### config.mk
export PLATFORM = sky130hd
export DESIGN_NAME = lp_reset_ctrl
export DESIGN_NICKNAME = d
export VERILOG_FILES = /design/src/rtl/lp_rst_pkg.sv /design/src/rtl/lp_sync.sv /design/src/rtl/lp_rst_fsm.sv /design/src/rtl/lp_reset_ctrl.sv
export SDC_FILE = /design/constraint.sdc
export NUM_CORES = 1
export LEC_CHECK = 0
export BUFFER_PORTS_ARGS = -buffer_cell sky130_fd_sc_hd__buf_2
export CAP_MARGIN = 25
export CELL_PAD_IN_SITES_DETAIL_PLACEMENT = 0
export CELL_PAD_IN_SITES_GLOBAL_PLACEMENT = 2
export CORE_AREA = 2 2 80 82
export CTS_CLUSTER_SIZE = 14
export DETAILED_ROUTE_END_ITERATION = 10
export DIE_AREA = 0 0 82 84
export GPL_ROUTABILITY_DRIVEN = 1
export GPL_TIMING_DRIVEN = 0
export MAX_ROUTING_LAYER = met4
export PLACE_DENSITY = 0.64
export SETUP_SLACK_MARGIN = 0.5
export SLEW_MARGIN = 40
export SYNTH_ARGS = -nofsm -noshare
export SYNTH_HDL_FRONTEND = slang
export SYNTH_SLANG_ARGS = --single-unit
### constraint.sdc
create_clock -name clk -period 2.55 [get_ports clk]
set_clock_uncertainty 0.2 [all_clocks]
set_input_delay 0.51 -clock clk [delete_from_list [all_inputs] [get_ports clk]]
set_output_delay 0.51 -clock clk [all_outputs]
set_load 0.05 [all_outputs]
### src/rtl/lp_rst_pkg.sv
package lp_rst_pkg;

    // Controller phases; the reset value is the undervoltage hold.
    typedef enum logic [2:0] {
        ST_UV_HOLD  = 3'd0,
        ST_IDLE     = 3'd1,
        ST_SETUP    = 3'd2,
        ST_PULSE    = 3'd3,
        ST_WAIT_REL = 3'd4
    } state_e;

    function automatic int max3(input int a, input int b, input int c);
        int m;
        m = (a > b) ? a : b;
        return (m > c) ? m : c;
    endfunction

endpackage

### src/rtl/lp_sync.sv
module lp_sync #(
    parameter int   STAGES  = 2,
    parameter logic RST_VAL = 1'b0
) (
    input  logic clk,
    input  logic rst_n,
    input  logic d,
    output logic q
);

    logic [STAGES-1:0] sh_d;
    logic [STAGES-1:0] sh_q;

    always_comb begin
        sh_d = {sh_q[STAGES-2:0], d};
    end

    always_ff @(posedge clk or negedge rst_n) begin
        if (!rst_n) begin
            sh_q <= {STAGES{RST_VAL}};
        end else begin
            sh_q <= sh_d;
        end
    end

    assign q = sh_q[STAGES-1];

endmodule

### src/rtl/lp_rst_fsm.sv
module lp_rst_fsm
    import lp_rst_pkg::*;
#(
    parameter bit DUAL      = 1'b1,
    parameter int SETUP_CYC = 8,
    parameter int HOLD_CYC  = 6,
    parameter int DEB_CYC   = 4
) (
    input  logic   clk,
    input  logic   rst_n,
    input  logic   btn_a_s,
    input  logic   btn_b_s,
    output state_e state_o,
    output logic   out_n_o
);

    localparam int CNT_MAX = max3(SETUP_CYC, HOLD_CYC, DEB_CYC);
    localparam int CNT_W   = $clog2(CNT_MAX + 1);
    localparam logic [CNT_W-1:0] SETUP_LAST = CNT_W'(SETUP_CYC - 1);
    localparam logic [CNT_W-1:0] HOLD_LAST  = CNT_W'(HOLD_CYC - 1);
    localparam logic [CNT_W-1:0] DEB_LAST   = CNT_W'(DEB_CYC - 1);
    localparam logic [CNT_W-1:0] ONE        = CNT_W'(1);

    typedef struct packed {
        state_e           state;
        logic [CNT_W-1:0] cnt;
        logic             out_n;
    } regs_t;

    localparam regs_t RST_REGS = '{state: ST_UV_HOLD, cnt: '0, out_n: 1'b0};

    regs_t r_d;
    regs_t r_q;
    logic  pressed;
    logic  freed;

    // dual mode needs both buttons down; one button up counts as freed.
    generate
        if (DUAL) begin : g_dual
            assign pressed = !btn_a_s && !btn_b_s;
            assign freed   = btn_a_s || btn_b_s;
        end else begin : g_single
            assign pressed = !btn_a_s;
            assign freed   = btn_a_s;
        end
    endgenerate

    always_comb begin
        r_d = r_q;
        unique case (r_q.state)
            ST_UV_HOLD: begin
                // full timeout after the supply flag recovers
                r_d.out_n = 1'b0;
                if (r_q.cnt == HOLD_LAST) begin
                    r_d.state = ST_IDLE;
                    r_d.cnt   = '0;
                    r_d.out_n = 1'b1;
                end else begin
                    r_d.cnt = r_q.cnt + ONE;
                end
            end
            ST_IDLE: begin
                r_d.out_n = 1'b1;
                if (pressed) begin
                    r_d.state = ST_SETUP;
                    r_d.cnt   = ONE;
                end
            end
            ST_SETUP: begin
                // consecutive pressed samples; any gap cancels
                if (!pressed) begin
                    r_d.state = ST_IDLE;
                    r_d.cnt   = '0;
                end else if (r_q.cnt == SETUP_LAST) begin
                    r_d.state = ST_PULSE;
                    r_d.cnt   = '0;
                    r_d.out_n = 1'b0;
                end else begin
                    r_d.cnt = r_q.cnt + ONE;
                end
            end
            ST_PULSE: begin
                // fixed-length pulse, buttons ignored meanwhile
                if (r_q.cnt == HOLD_LAST) begin
                    r_d.state = ST_WAIT_REL;
                    r_d.cnt   = '0;
                    r_d.out_n = 1'b1;
                end else begin
                    r_d.cnt = r_q.cnt + ONE;
                end
            end
            ST_WAIT_REL: begin
                // stay disarmed until a debounced release
                if (!freed) begin
                    r_d.cnt = '0;
                end else if (r_q.cnt == DEB_LAST) begin
                    r_d.state = ST_IDLE;
                    r_d.cnt   = '0;
                end else begin
                    r_d.cnt = r_q.cnt + ONE;
                end
            end
            default: begin
                r_d = RST_REGS;
            end
        endcase
    end

    always_ff @(posedge clk or negedge rst_n) begin
        if (!rst_n) begin
            r_q <= RST_REGS;
        end else begin
            r_q <= r_d;
        end
    end

    assign state_o = r_q.state;
    assign out_n_o = r_q.out_n;

endmodule

### src/rtl/lp_reset_ctrl.sv
module lp_reset_ctrl
    import lp_rst_pkg::*;
#(
    parameter bit DUAL        = 1'b1,
    parameter int SETUP_CYC   = 2_000_000,
    parameter int HOLD_CYC    = 200_000,
    parameter int DEB_CYC     = 20_000,
    parameter int SYNC_STAGES = 2
) (
    input  logic clk,
    input  logic pwr_ok,
    input  logic btn_a_n,
    input  logic btn_b_n,
    output logic rst_out_n
);

    localparam int NUM_BTN = DUAL ? 2 : 1;

    logic       pg_s;
    logic [1:0] btn_raw;
    logic [1:0] btn_s;
    state_e     fsm_state;
    logic       fsm_out_n;

    // supply flag clears the block at once, releases it synchronously
    lp_sync #(.STAGES(SYNC_STAGES), .RST_VAL(1'b0)) u_pg_sync (
        .clk   (clk),
        .rst_n (pwr_ok),
        .d     (1'b1),
        .q     (pg_s)
    );

    assign btn_raw = {btn_b_n, btn_a_n};

    // in single mode the second button gets no synchronizer and reads released
    generate
        for (genvar i = 0; i < 2; i++) begin : g_btn
            if (i < NUM_BTN) begin : g_used
                lp_sync #(.STAGES(SYNC_STAGES), .RST_VAL(1'b1)) u_btn_sync (
                    .clk   (clk),
                    .rst_n (pg_s),
                    .d     (btn_raw[i]),
                    .q     (btn_s[i])
                );
            end else begin : g_tied
                assign btn_s[i] = 1'b1;
            end
        end
    endgenerate

    lp_rst_fsm #(
        .DUAL      (DUAL),
        .SETUP_CYC (SETUP_CYC),
        .HOLD_CYC  (HOLD_CYC),
        .DEB_CYC   (DEB_CYC)
    ) u_fsm (
        .clk     (clk),
        .rst_n   (pg_s),
        .btn_a_s (btn_s[0]),
        .btn_b_s (btn_s[1]),
        .state_o (fsm_state),
        .out_n_o (fsm_out_n)
    );

    assign rst_out_n = fsm_out_n;

endmodule

# After elaboration in Yosys (flattened, before gate mapping)
# Cells that the tools add are included.
dict set report totals {
  word_cells 47
  input_bits 4
  regBits 31
}
dict set report classes {
  eq_ne 15
  bitwise_logic 1
  add_sub_neg 1
  n_mux 17
  n_reduce_logical 7
}
# operator count
set ops {}
lappend ops {{$pmux W24 S5} 1}
lappend ops {{$mux W21} 4}
lappend ops {{$mux W24} 2}
lappend ops {{$add A21 B1 Y21 const B} 1}
lappend ops {{$eq A21 B15 Y1 const B} 1}
lappend ops {{$eq A21 B18 Y1 const B} 1}
lappend ops {{$eq A21 B21 Y1 const B} 1}
lappend ops {{$mux W3} 5}
lappend ops {{$ne A2 B1 Y1 const B} 7}
lappend ops {{$eq A3 B2 Y1 const B} 2}
lappend ops {{$reduce_and A6 Y1} 1}
lappend ops {{$pmux W1 S5} 1}
lappend ops {{$mux W1} 4}
lappend ops {{$reduce_and A4 Y1} 1}
lappend ops {{$eq A3 B1 Y1 const B} 1}
lappend ops {{$eq A3 B3 Y1 const B} 1}
lappend ops {{$logic_not A3 Y1} 1}
lappend ops {{$ne A3 B3 Y1 const B} 1}
lappend ops {{$logic_not A1 Y1} 2}
lappend ops {{$logic_and A1 B1 Y1} 1}
lappend ops {{$logic_or A1 B1 Y1} 1}
lappend ops {{$not A1 Y1} 1}

# Depth between registers and ports, before layout
# Gate-level depths: netlist (run 1).
dict set report depth {
  ltp_word 4
  ltp_mapped 9
}

# By module
# Synthesis (run 1) repeated with hierarchy kept, for this count alone.
dict set report hier_totals {
  hier_cells 192
  area_unflattened_um2 1786.7
}
# module cells_per_inst seq_area_each_um2 n_inst area_each_um2
set by_module_without_submodules {}
lappend by_module_without_submodules {lp_rst_fsm 185 625.6 1 1627.8}
lappend by_module_without_submodules {{lp_sync (g_btn[0].g_used.u_btn_sync ...)} 2 52.6 2 52.6}
lappend by_module_without_submodules {{lp_sync (u_pg_sync)} 2 50.0 1 50.0}
lappend by_module_without_submodules {lp_reset_ctrl 1 0.0 1 3.8}

# Worst setup path after synthesis (run 1)
# Ideal clock, no wire load.
dict set report synth_path {
  path_kind {flip-flop to flip-flop}
  startpoint {register u_fsm.r_q[8] (netlist name)}
  endpoint {register u_fsm.r_q[17] (netlist name)}
  path_stages_with_launch 8
  arrival_time_ps 2124
  setup_ps 125
  slack_ps 101
  synth_period_minus_slack_ps 2449
  path_cell_list {dfrtp_1 > buf_6 > or4b_4 > o41ai_4 > and3_1 > buf_6 > o21ai_1 > mux2_4}
}
dict set report synth_between {
  elab_chain_cells 4
}
# item line_no
set synth_lines {}
lappend synth_lines {{start: declaration} lp_rst_fsm.sv:33} ;# regs_t r_q;
lappend synth_lines {{start signal: assignment} lp_rst_fsm.sv:113} ;# r_q <= r_d;
lappend synth_lines {{$add A21 B1 Y21, or another cell as far along} --}
lappend synth_lines {{$mux W21, on equally long branches} {lp_rst_fsm.sv:96, lp_rst_fsm.sv:74}}
lappend synth_lines {{$mux W21 / $mux W24 (equally long branches)} {lp_rst_fsm.sv:94, lp_rst_fsm.sv:71}}
lappend synth_lines {{$pmux W24 S5 *} lp_rst_fsm.sv:50} ;# unique case (r_q.state)
# Every way passes the cells marked *; elsewhere a longest branch is shown, timed or not.
# A chain may end at the register's enable or synchronous reset.

# Worst setup path in the final report (run 1)
dict set report layout_path {
  startpoint {register u_fsm.r_q[13] (netlist name)}
  endpoint {register u_fsm.r_q[17] (netlist name)}
}
# The elaborated chain is that of the path after synthesis.

==> reports/qor.yml, run 1 <==
outcome:
  outcome: "complete, no violations"
worst_setup_path:
  endpoint_kind: "flip-flop"
  reg2reg_to: "u_fsm.r_q[17]$_DFFE_PN0N_"
  cp.arrival_ns: 2.36
  crit_type: "reg2reg"
  reg2reg_depth: 6
  reg2reg_slack_ns: 0.16
  r2r_start: "u_fsm.r_q[13]$_DFFE_PN0N_"
  critPathLaunchType: "flip-flop"
  crit_fanout: 6
  required_ns: 2.52
timing:
  relSlewSlack_pct: 56.4
  fmax_mhz: 419
  post-route-period-util_pct: 93.6
  worst_pin_slew_ns: 0.654
  setup_ws_ns: 0.164
  rsz0062_at_grt: "yes"
  hold_viol: 0
  slew_violations: 0
  post-route-min-period_ns: 2.39
  setup_viol: 0
clock_tree:
  numCtsBuffers: 5
  insertion_delay_ns: 0.29
  cts_tree: "built"
  clk_pin_slew_ns: 0.07
  cts-htree-levels: 2
  clock_path_buffers: 2
  cts.sinks: 31
  root_buffer: "clkbuf_8"
cells_and_area:
  num_antenna_cells: 0
  fin_nets: 234
  post-route-util_pct: 38.6
  syn_to_final_growth_pct: 35.0
  drive_gt1_share_pct: 36.5
place:
  dp_slack_ns: -0.125
  dpl.hpwl_mm: 3.27
  io_buffer_count: 4
  routabilityCongestion: 0.786
global_routing:
  grt_pass1_vias: 1590
  grt_max_degree: 30
  antenna_found_initial: 0
  track_usage_pct: 15.8
  grt_pass1_wl_mm: 8.14
  grt_overflow: 0
synth:
  synth_edf_count: 0
  synthCells: 190
  ys_seq_area_share_pct: 44.8
  avgSynthCellArea_um2: 9.17
  synth.yosys.warnings: 0
  syn-cell-area_um2: 1740
  synth_cell_types: 55
  synth_fp_nets: 195
  synth-seq-cells: 31
  synthArstFlopShare_pct: 100
  ys.flop_type: "dfrtp_1"
detailed_routing:
  drc_errors: 0
  drt_first_pass_iters: 5
  wl_per_cell_um: 16.3
  via_count: 1677
  dr.first_iter.drc_count: 129
  ant_nets: 0
  routed_wl_mm: 5.01
  viasPerCell: 5.46
floorplan:
  fp.coreArea_um2: 6100
  initial_core_util_pct: 28.6
  die_area_um2: 6890
  pin_count: 5
  die_w_um: 82
  fp.dieH_um: 84
  num_rows: 29
run:
  drv_cap: 0
pwr:
  p_leak_nw: 0.902
  fin_total_pwr_uw: 904
  power_density_nw_per_um2: 384
  peakVddDrop_uv: 213
worst_hold_path:
  hold_path.class: "reg2async"
==> worst max-delay path: stages (launching register included) <==
cell and delay [ns]:
dfrtp_1 0.47, or4b_4 0.60, o41ai_4 0.28, buf_4 0.20, nand3_4 0.11, and2_4 0.16
mux2_4 0.25
==> synth_stat cells (2+ instances only) <==
cell type   n  share of area [%]
a31oi_1     3                1.1
and2_1      3                1.1
o21ai_0    19                5.5
nor2b_1     2               0.72
buf_2       2               0.57
nand4b_1    2                1.0
clkbuf_1    2               0.43
and3_1      2               0.72
o21ai_1     6                1.7
xnor2_1     2                1.0
nor4b_1     3                1.5
o22ai_1     2               0.72
dfrtp_1    27                 39
inv_1       2               0.43
nand2_1    23                5.0
or2_2       2               0.72
and2_2      2               0.86
o31ai_1     4                1.7
or3_1       5                1.8
a21oi_1     8                2.3
nor4_1      3                1.1
buf_6       2                1.3
nor2_1     12                2.6
dfstp_2     4                6.0
nand4_1     6                2.2
nand3_1    13                3.7
==> registers in the layout, summed over array words and instances, names as in the netlist <==
register	cells
u_pg_sync.sh_q	2
u_fsm.out_n_o	1
g_btn.g_used.u_btn_sync.sh_q	4
u_fsm.r_q	21
u_fsm.state_o	3
==> report_power, final <==
group | internal [mW] | switching [mW]
registers | 0.499 | 0.0102
logic | 0.00343 | 0.00353
clock network | 0.190 | 0.198
total | 0.692 | 0.212
==> per-layer routing <==
layer / vias to the layer above / share of wire [%] / track usage, % / wire [um]
li1: 782 / - / - / -
met1: 847 / 48 / 21.7 / 2410
met2: 41 / 47 / 23.7 / 2370
met3: 7 / 3.6 / 3.35 / 180
met4: 0 / 0.94 / 4.24 / 47
met5: - / 0 / - / 0
==> per-stage QoR <==
step / setup TNS (ns) / cells / area [um^2] / hold WS, ns
2_1_floorplan: 0 / 190 / 1780 / 0.0144
3_3_place_gp: -1.55 / 271 / 1890 / 0.0959
3_5_place_dp: -1.29 / 271 / 1900 / 0.100
4_1_cts: 0 / 299 / 2230 / 0.106
5_1_grt: 0 / 307 / 2350 / 0.0968
6_report: 0 / 307 / 2350 / 0.103
==> cell families after synthesis <==
kind of cell             share of synthesized area, %
XOR/XNOR                                         1.51
AND/OR/NAND/NOR                                  30.2
adder cells (fa/ha/maj)                         0.718
AO/OA/AOI/OAI                                    18.3
buffers and inverters                            3.38
flip-flops                                       44.8
multiplexers                                    0.862
other                                           0.215
==> worst max path at each step <==
stage,slack [ns],startpoint,cells after the start,to
finish,0.16,u_fsm.r_q[13]$_DFFE_PN0N_,6,u_fsm.r_q[17]$_DFFE_PN0N_
global route,0.08,u_fsm.r_q[2]$_DFFE_PN0N_,9,u_fsm.r_q[17]$_DFFE_PN0N_
CTS,0.1,u_fsm.r_q[8]$_DFFE_PN0N_,7,u_fsm.r_q[17]$_DFFE_PN0N_
detailed placement,-0.12,u_fsm.r_q[8]$_DFFE_PN0N_,8,u_fsm.r_q[17]$_DFFE_PN0N_
global placement,-0.13,u_fsm.r_q[8]$_DFFE_PN0N_,7,u_fsm.r_q[21]$_DFFE_PN0N_
floorplan,0.25,u_fsm.r_q[1]$_DFFE_PN0N_,9,u_fsm.r_q[17]$_DFFE_PN0N_
==> cells in the final DEF, fill, tap and decap left out, drive strengths merged, types with 2 or more instances in the layout <==
master / n
a31oi: 3
dfrtp: 27
and4: 2
o22ai: 2
o21ai: 26
nor2: 13
a21oi: 8
o41ai: 2
nand2: 23
clkinvlp: 2
nand4b: 2
or4: 2
nand3: 14
o31ai: 4
nor2b: 2
nor3: 2
buf: 36
clkbuf: 8
or3: 6
dfstp: 4
and3: 3
xnor2: 2
or2: 2
and2: 5
nor4b: 3
nand4: 6
nor4: 3
inv: 2
==> final cells by class <==
cell class                 count  area (um^2)
buffer                         8         72.6
clock buffer                   5         68.8
clock inverter                 3         20.0
fill                         624         3740
inverter                       2         7.51
multi-input combinational    149         1030
sequential                    31          783
tap                           77         96.3
timing repair buffer          32          272
==> timing repair <==
item	in CTS	in global routing
setup endpoints to repair	25	24
setup buffers	19	8
gates resized for setup	26	13
pin swaps	11	7
hold endpoints to repair	2	0
hold buffers	1	0
Note: power is estimated with default switching activity, not from simulation.
==> run 2, diff against run 1 <==
- BUFFER_PORTS_ARGS: -buffer_cell sky130_fd_sc_hd__buf_2 -> -buffer_cell sky130_fd_sc_hd__clkbuf_2
- clock period: 2.55 -> 2.8 ns (I/O delays scaled with it)
==> run 2 against run 1 <==
  * Clock-buffer cell count rose by 1
  * First-iteration DRC count down 43%
  * Core utilization decreased by 0.72 points
  * Setup slack better by 0.23 ns
  * Sequential power down 8.8%
  * Largest power group is now the clock network
  * Global-route usage fell by 0.18 points
  * Clock power is 36% higher
  * Sequential cell count unchanged
  * Critical path depth grew 4
  * Sequential share of layout area rose by 0.63 points
  * Via count down 3.8%
  * Maximum frequency fell by 0.82%
==> reports/qor.yml, run 2 (synthesized netlist as in run 1, its figures left out) <==
place:
  routabilityCongestion: 0.805
  io_buffer_count: 4
  dp_slack_ns: -0.0864
  dpl.hpwl_mm: 3.19
detailed_routing:
  viasPerCell: 5.36
  wl_per_cell_um: 16.4
  via_count: 1613
  dr.first_iter.drc_count: 73
  routed_wl_mm: 4.92
  ant_nets: 0
  drc_errors: 0
  drt_first_pass_iters: 4
floorplan:
  fp.dieH_um: 84
  initial_core_util_pct: 28.6
  num_rows: 29
  fp.coreArea_um2: 6100
  die_area_um2: 6890
  pin_count: 5
  die_w_um: 82
worst_setup_path:
  cp_top_family: "simple AND/OR/NAND/NOR gates"
  cp_cell_sequence: "ha_2 -> and4_1 -> buf_6 -> nand3_4 -> o41ai_4 -> buf_4 -> and3_4 -> buf_8 -> o21ai_2 -> mux2_4"
  crit_type: "reg2reg"
  crit_buf_inv: 3
  required_ns: 2.77
  reg2reg_depth: 10
  critPathMaxStageDelay_ns: 0.39
  endpoint_kind: "flip-flop"
  slowest_stage: "dfrtp_1"
  cp_num_cells: 10
  cp.arrival_ns: 2.37
  crit_fanout: 5
  critPathLaunchType: "flip-flop"
timing:
  post-route-min-period_ns: 2.41
  hold_viol: 0
  holdWs_ns: 0.107
  fmax_mhz: 416
  setup_ws_ns: 0.394
  worst_pin_slew_ns: 0.684
  post-route-period-util_pct: 85.9
  setup_viol: 0
  rsz0062_at_grt: "yes"
  tns_ns: 0
  slew_violations: 0
  relSlewSlack_pct: 54.4
global_routing:
  grt_pass1_vias: 1552
  track_usage_pct: 15.7
  grt_pass1_wl_mm: 8.05
  grt_overflow: 0
  antenna_found_initial: 0
  grt_max_degree: 30
cells_and_area:
  post-route-util_pct: 37.8
  largest_register_ffs: 21
  num_antenna_cells: 0
  largest-register: "u_fsm.r_q"
  fin_nets: 228
  final_common_cell: "dfrtp_1"
  syn_to_final_growth_pct: 32.5
  drive_gt1_share_pct: 34.8
  mostFrequentLayoutCells: "25 x dfrtp_1, 23 x nand2_1, 19 x buf_4"
pwr:
  peakVddDrop_uv: 300
  p_comb_share_pct: 0.6
  sequentialPowerShare_pct: 46.5
  power_density_nw_per_um2: 432
  pwr-share-clk_pct: 52.8
  switchingPower_uw: 184
  swShare_pct: 18.5
  p_leak_nw: 0.874
  p_int_uw: 813
clock_tree:
  clk_pin_slew_ns: 0.08
  cts-htree-levels: 2
  cts.sinks: 31
  insertion_delay_ns: 0.29
  numCtsBuffers: 5
  cts_tree: "built"
  clock_path_buffers: 2
  root_buffer: "clkbuf_8"
worst_hold_path:
  hold_path.class: "reg2async"
run:
  drv_cap: 0
outcome:
  outcome: "complete, no violations"
==> run 2: worst reg2reg max path, delay by kind of cell (launching register included) <==
family	cells	cell delay [ns]
simple gates	3	0.45
buf+inv	3	0.42
fa+ha+maj	1	0.19
compound gates	2	0.37
flops	1	0.39
mux	1	0.26
==> run 2: through the flow <==
stage	instances	area, um^2	power [mW]
after global placement	271	1880	0.477
after global routing	301	2310	1.03
after CTS	293	2170	1.02
after detailed placement	271	1880	0.479
after floorplan	190	1760	0.472
final	301	2310	0.997
==> run 2: layer usage <==
metal,part of all wire [%],vias up,GRT usage (%)
li1,-,772,-
met1,49,809,23.4
met2,47,27,22.0
met3,3.6,5,2.92
met4,0.55,0,3.18
met5,0,-,-
==> run 2: power by group through the flow <==
| stage | Sequential (mW) | Clock (mW) | Combinational [mW] |
|---|---|---|---|
| 2_1_floorplan | 0.469 | 0 | 0.00213 |
| 3_3_place_gp | 0.472 | 0 | 0.00495 |
| 3_5_place_dp | 0.474 | 0 | 0.00514 |
| 4_1_cts | 0.465 | 0.544 | 0.00623 |
| 5_1_grt | 0.466 | 0.556 | 0.00685 |
| 6_report | 0.464 | 0.527 | 0.00617 |
==> run 2: timing repair <==
item	CTS	global route
gates resized for setup	16	26
endpoints found under the hold margin	2	0
cloned	1	0
pin swaps	8	14
hold buffers	1	0
setup endpoints to repair	22	22
buffers inserted	12	8
==> run 2: path summary, 6_finish.rpt <==
| check | to | from | slack, ns |
|---|---|---|---|
| max in group asynchronous | u_fsm.r_q[13]$_DFFE_PN0N_ | u_pg_sync.sh_q[1]$_DFF_PN0_ | 1.82 |
| worst min register to register | u_fsm.r_q[9]$_DFFE_PN0N_ | u_pg_sync.sh_q[1]$_DFF_PN0_ | 0.11 |
| worst min-delay path | u_fsm.r_q[9]$_DFFE_PN0N_ | u_pg_sync.sh_q[1]$_DFF_PN0_ | 0.11 |
| worst max register to register | u_fsm.r_q[17]$_DFFE_PN0N_ | u_fsm.r_q[1]$_DFFE_PN0N_ | 0.39 |
| worst max-delay path | u_fsm.r_q[17]$_DFFE_PN0N_ | u_fsm.r_q[1]$_DFFE_PN0N_ | 0.39 |
| min in group clk | u_pg_sync.sh_q[1]$_DFF_PN0_ | u_pg_sync.sh_q[0]$_DFF_PN0_ | 0.16 |
==> run 2: cell type report <==
type                       instances  area (um^2)
buffer                             8         73.8
clock buffer                       6         72.6
clock inverter                     2         60.1
fill                             631         3790
inverter                           2         7.51
multi-input combinational        150         1030
sequential                        31          783
tap                               77         96.3
timing repair buffer              25          188
==> run 3, diff against run 2 <==
- clock period: 2.8 -> 2.49 ns (I/O delays scaled with it)
==> run 3 against run 2 <==
  * Total power up 12%
  * Register-to-register slack worse by 0.37 ns
  * Sequential share of layout area down 0.092 points
  * Largest cell class unchanged
  * Critical endpoint unchanged
  * Non-clock buffer count up 1
  * Sequential cell count unchanged
==> reports/qor.yml, run 3 (synthesized netlist as in run 1, its figures left out) <==
outcome:
  outcome: "complete, no violations"
detailed_routing:
  drc_errors: 0
  via_count: 1581
  viasPerCell: 5.25
  drt_first_pass_iters: 4
  ant_nets: 0
  dr.first_iter.drc_count: 160
  wl_per_cell_um: 16.2
  routed_wl_mm: 4.87
worst_setup_path:
  reg2reg_slack_ns: 0.03
  reg2reg_to: "u_fsm.r_q[17]$_DFFE_PN0N_"
  cp.arrival_ns: 2.43
  cp_top_family: "simple AND/OR/NAND/NOR gates"
  critPathLaunchType: "flip-flop"
  endpoint_kind: "flip-flop"
  crit_start: "u_fsm.r_q[8]$_DFFE_PN0N_"
  r2r_start: "u_fsm.r_q[8]$_DFFE_PN0N_"
  reg2reg_depth: 7
  crit_fanout: 5
  required_ns: 2.46
  cp_cell_sequence: "buf_6 -> or4b_4 -> o41ai_4 -> buf_4 -> nand3_4 -> and2_4 -> mux2_4"
  crit_type: "reg2reg"
  slowest_stage: "or4b_4"
  crit_buf_inv: 2
  critPathMaxStageDelay_ns: 0.54
cells_and_area:
  fin_nets: 228
  post-route-util_pct: 38.0
  syn_to_final_growth_pct: 32.8
  drive_gt1_share_pct: 33.5
  mostFrequentLayoutCells: "25 x dfrtp_1, 23 x nand2_1, 18 x buf_4"
  largest-register: "u_fsm.r_q"
  largest_register_ffs: 21
  final_common_cell: "dfrtp_1"
  num_antenna_cells: 0
  final_area_um2: 2310
  fin_cells: 301
floorplan:
  die_w_um: 82
  initial_core_util_pct: 28.6
  fp.dieH_um: 84
  num_rows: 29
  pin_count: 5
  die_area_um2: 6890
  fp.coreArea_um2: 6100
clock_tree:
  clock_path_buffers: 2
  root_buffer: "clkbuf_8"
  numCtsBuffers: 5
  insertion_delay_ns: 0.28
  cts_tree: "built"
  cts.sinks: 31
  cts-htree-levels: 2
  clk_pin_slew_ns: 0.07
place:
  io_buffer_count: 4
  dp.cells: 271
  dpl.hpwl_mm: 3.28
  place_area_um2: 1900
  routabilityCongestion: 0.816
global_routing:
  track_usage_pct: 16.2
  grt_pass1_vias: 1605
  grt_max_degree: 30
  grt_pass1_wl_mm: 8.26
  grt_overflow: 0
  antenna_found_initial: 0
timing:
  post-route-period-util_pct: 98.8
  tns_ns: 0
  hold_viol: 0
  worst_pin_slew_ns: 0.667
  relSlewSlack_pct: 55.5
  post-route-min-period_ns: 2.46
  fmax_mhz: 406
  rsz0062_at_grt: "yes"
  slew_violations: 0
  holdWs_ns: 0.0902
  setup_viol: 0
pwr:
  p_leak_nw: 0.897
  peakVddDrop_uv: 267
  power_density_nw_per_um2: 484
worst_hold_path:
  min_path_cells: 1
  hold_path.class: "in2reg"
  worstHoldEndpoint: "g_btn[1].g_used.u_btn_sync.sh_q[0]$_DFF_PN1_"
  min-delay-start: "btn_b_n"
run:
  drv_cap: 0
[run 3: per-stage QoR]
step                      total power [mW]  setup WS, ns
after floorplan                      0.530         0.186
after global placement               0.537        -0.191
after detailed placement             0.538        -0.205
after CTS                             1.13        0.0254
after global routing                  1.16       -0.0192
final                                 1.12        0.0290
[run 3: where the power goes]
| group | total [mW] | internal (mW) | switching, mW | leakage, nW |
|---|---|---|---|---|
| clock | 0.590 | 0.400 | 0.190 | 0.0654 |
| combinational | 0.00709 | 0.00352 | 0.00357 | 0.429 |
| sequential | 0.522 | 0.511 | 0.0106 | 0.402 |
| total | 1.12 | 0.915 | 0.204 | 0.897 |
[run 3: worst max path at each step]
stage               cells after the start                         to
floorplan                               9  u_fsm.r_q[17]$_DFFE_PN0N_
global placement                        7  u_fsm.r_q[21]$_DFFE_PN0N_
detailed placement                      7  u_fsm.r_q[21]$_DFFE_PN0N_
CTS                                     7  u_fsm.r_q[17]$_DFFE_PN0N_
global route                            7  u_fsm.r_q[17]$_DFFE_PN0N_
finish                                  7  u_fsm.r_q[17]$_DFFE_PN0N_
[run 3: layout make-up]
class	count	area, um^2
Clock buffer	6	72.6
Timing Repair Buffer	26	220
Multi-Input combinational cell	149	1000
Sequential cell	31	783
Fill cell	629	3780
Inverter	2	7.51
Clock inverter	2	60.1
Buffer	8	70.1
Tap cell	77	96.3
[run 3: layer usage]
metal	vias up	global-route usage (%)	wire length, um
li1	770	-	-
met1	777	22.9	2400
met2	30	23.5	2260
met3	4	3.25	175
met4	0	4.70	37
met5	-	-	0
[run 3: repair_timing]
action                                  CTS  global route
pin swaps                                 9             4
endpoints found under the setup margin   25            25
hold buffers                              1             0
gates resized for setup                  17             8
buffers inserted                         17             4
hold endpoints to repair                  2             0
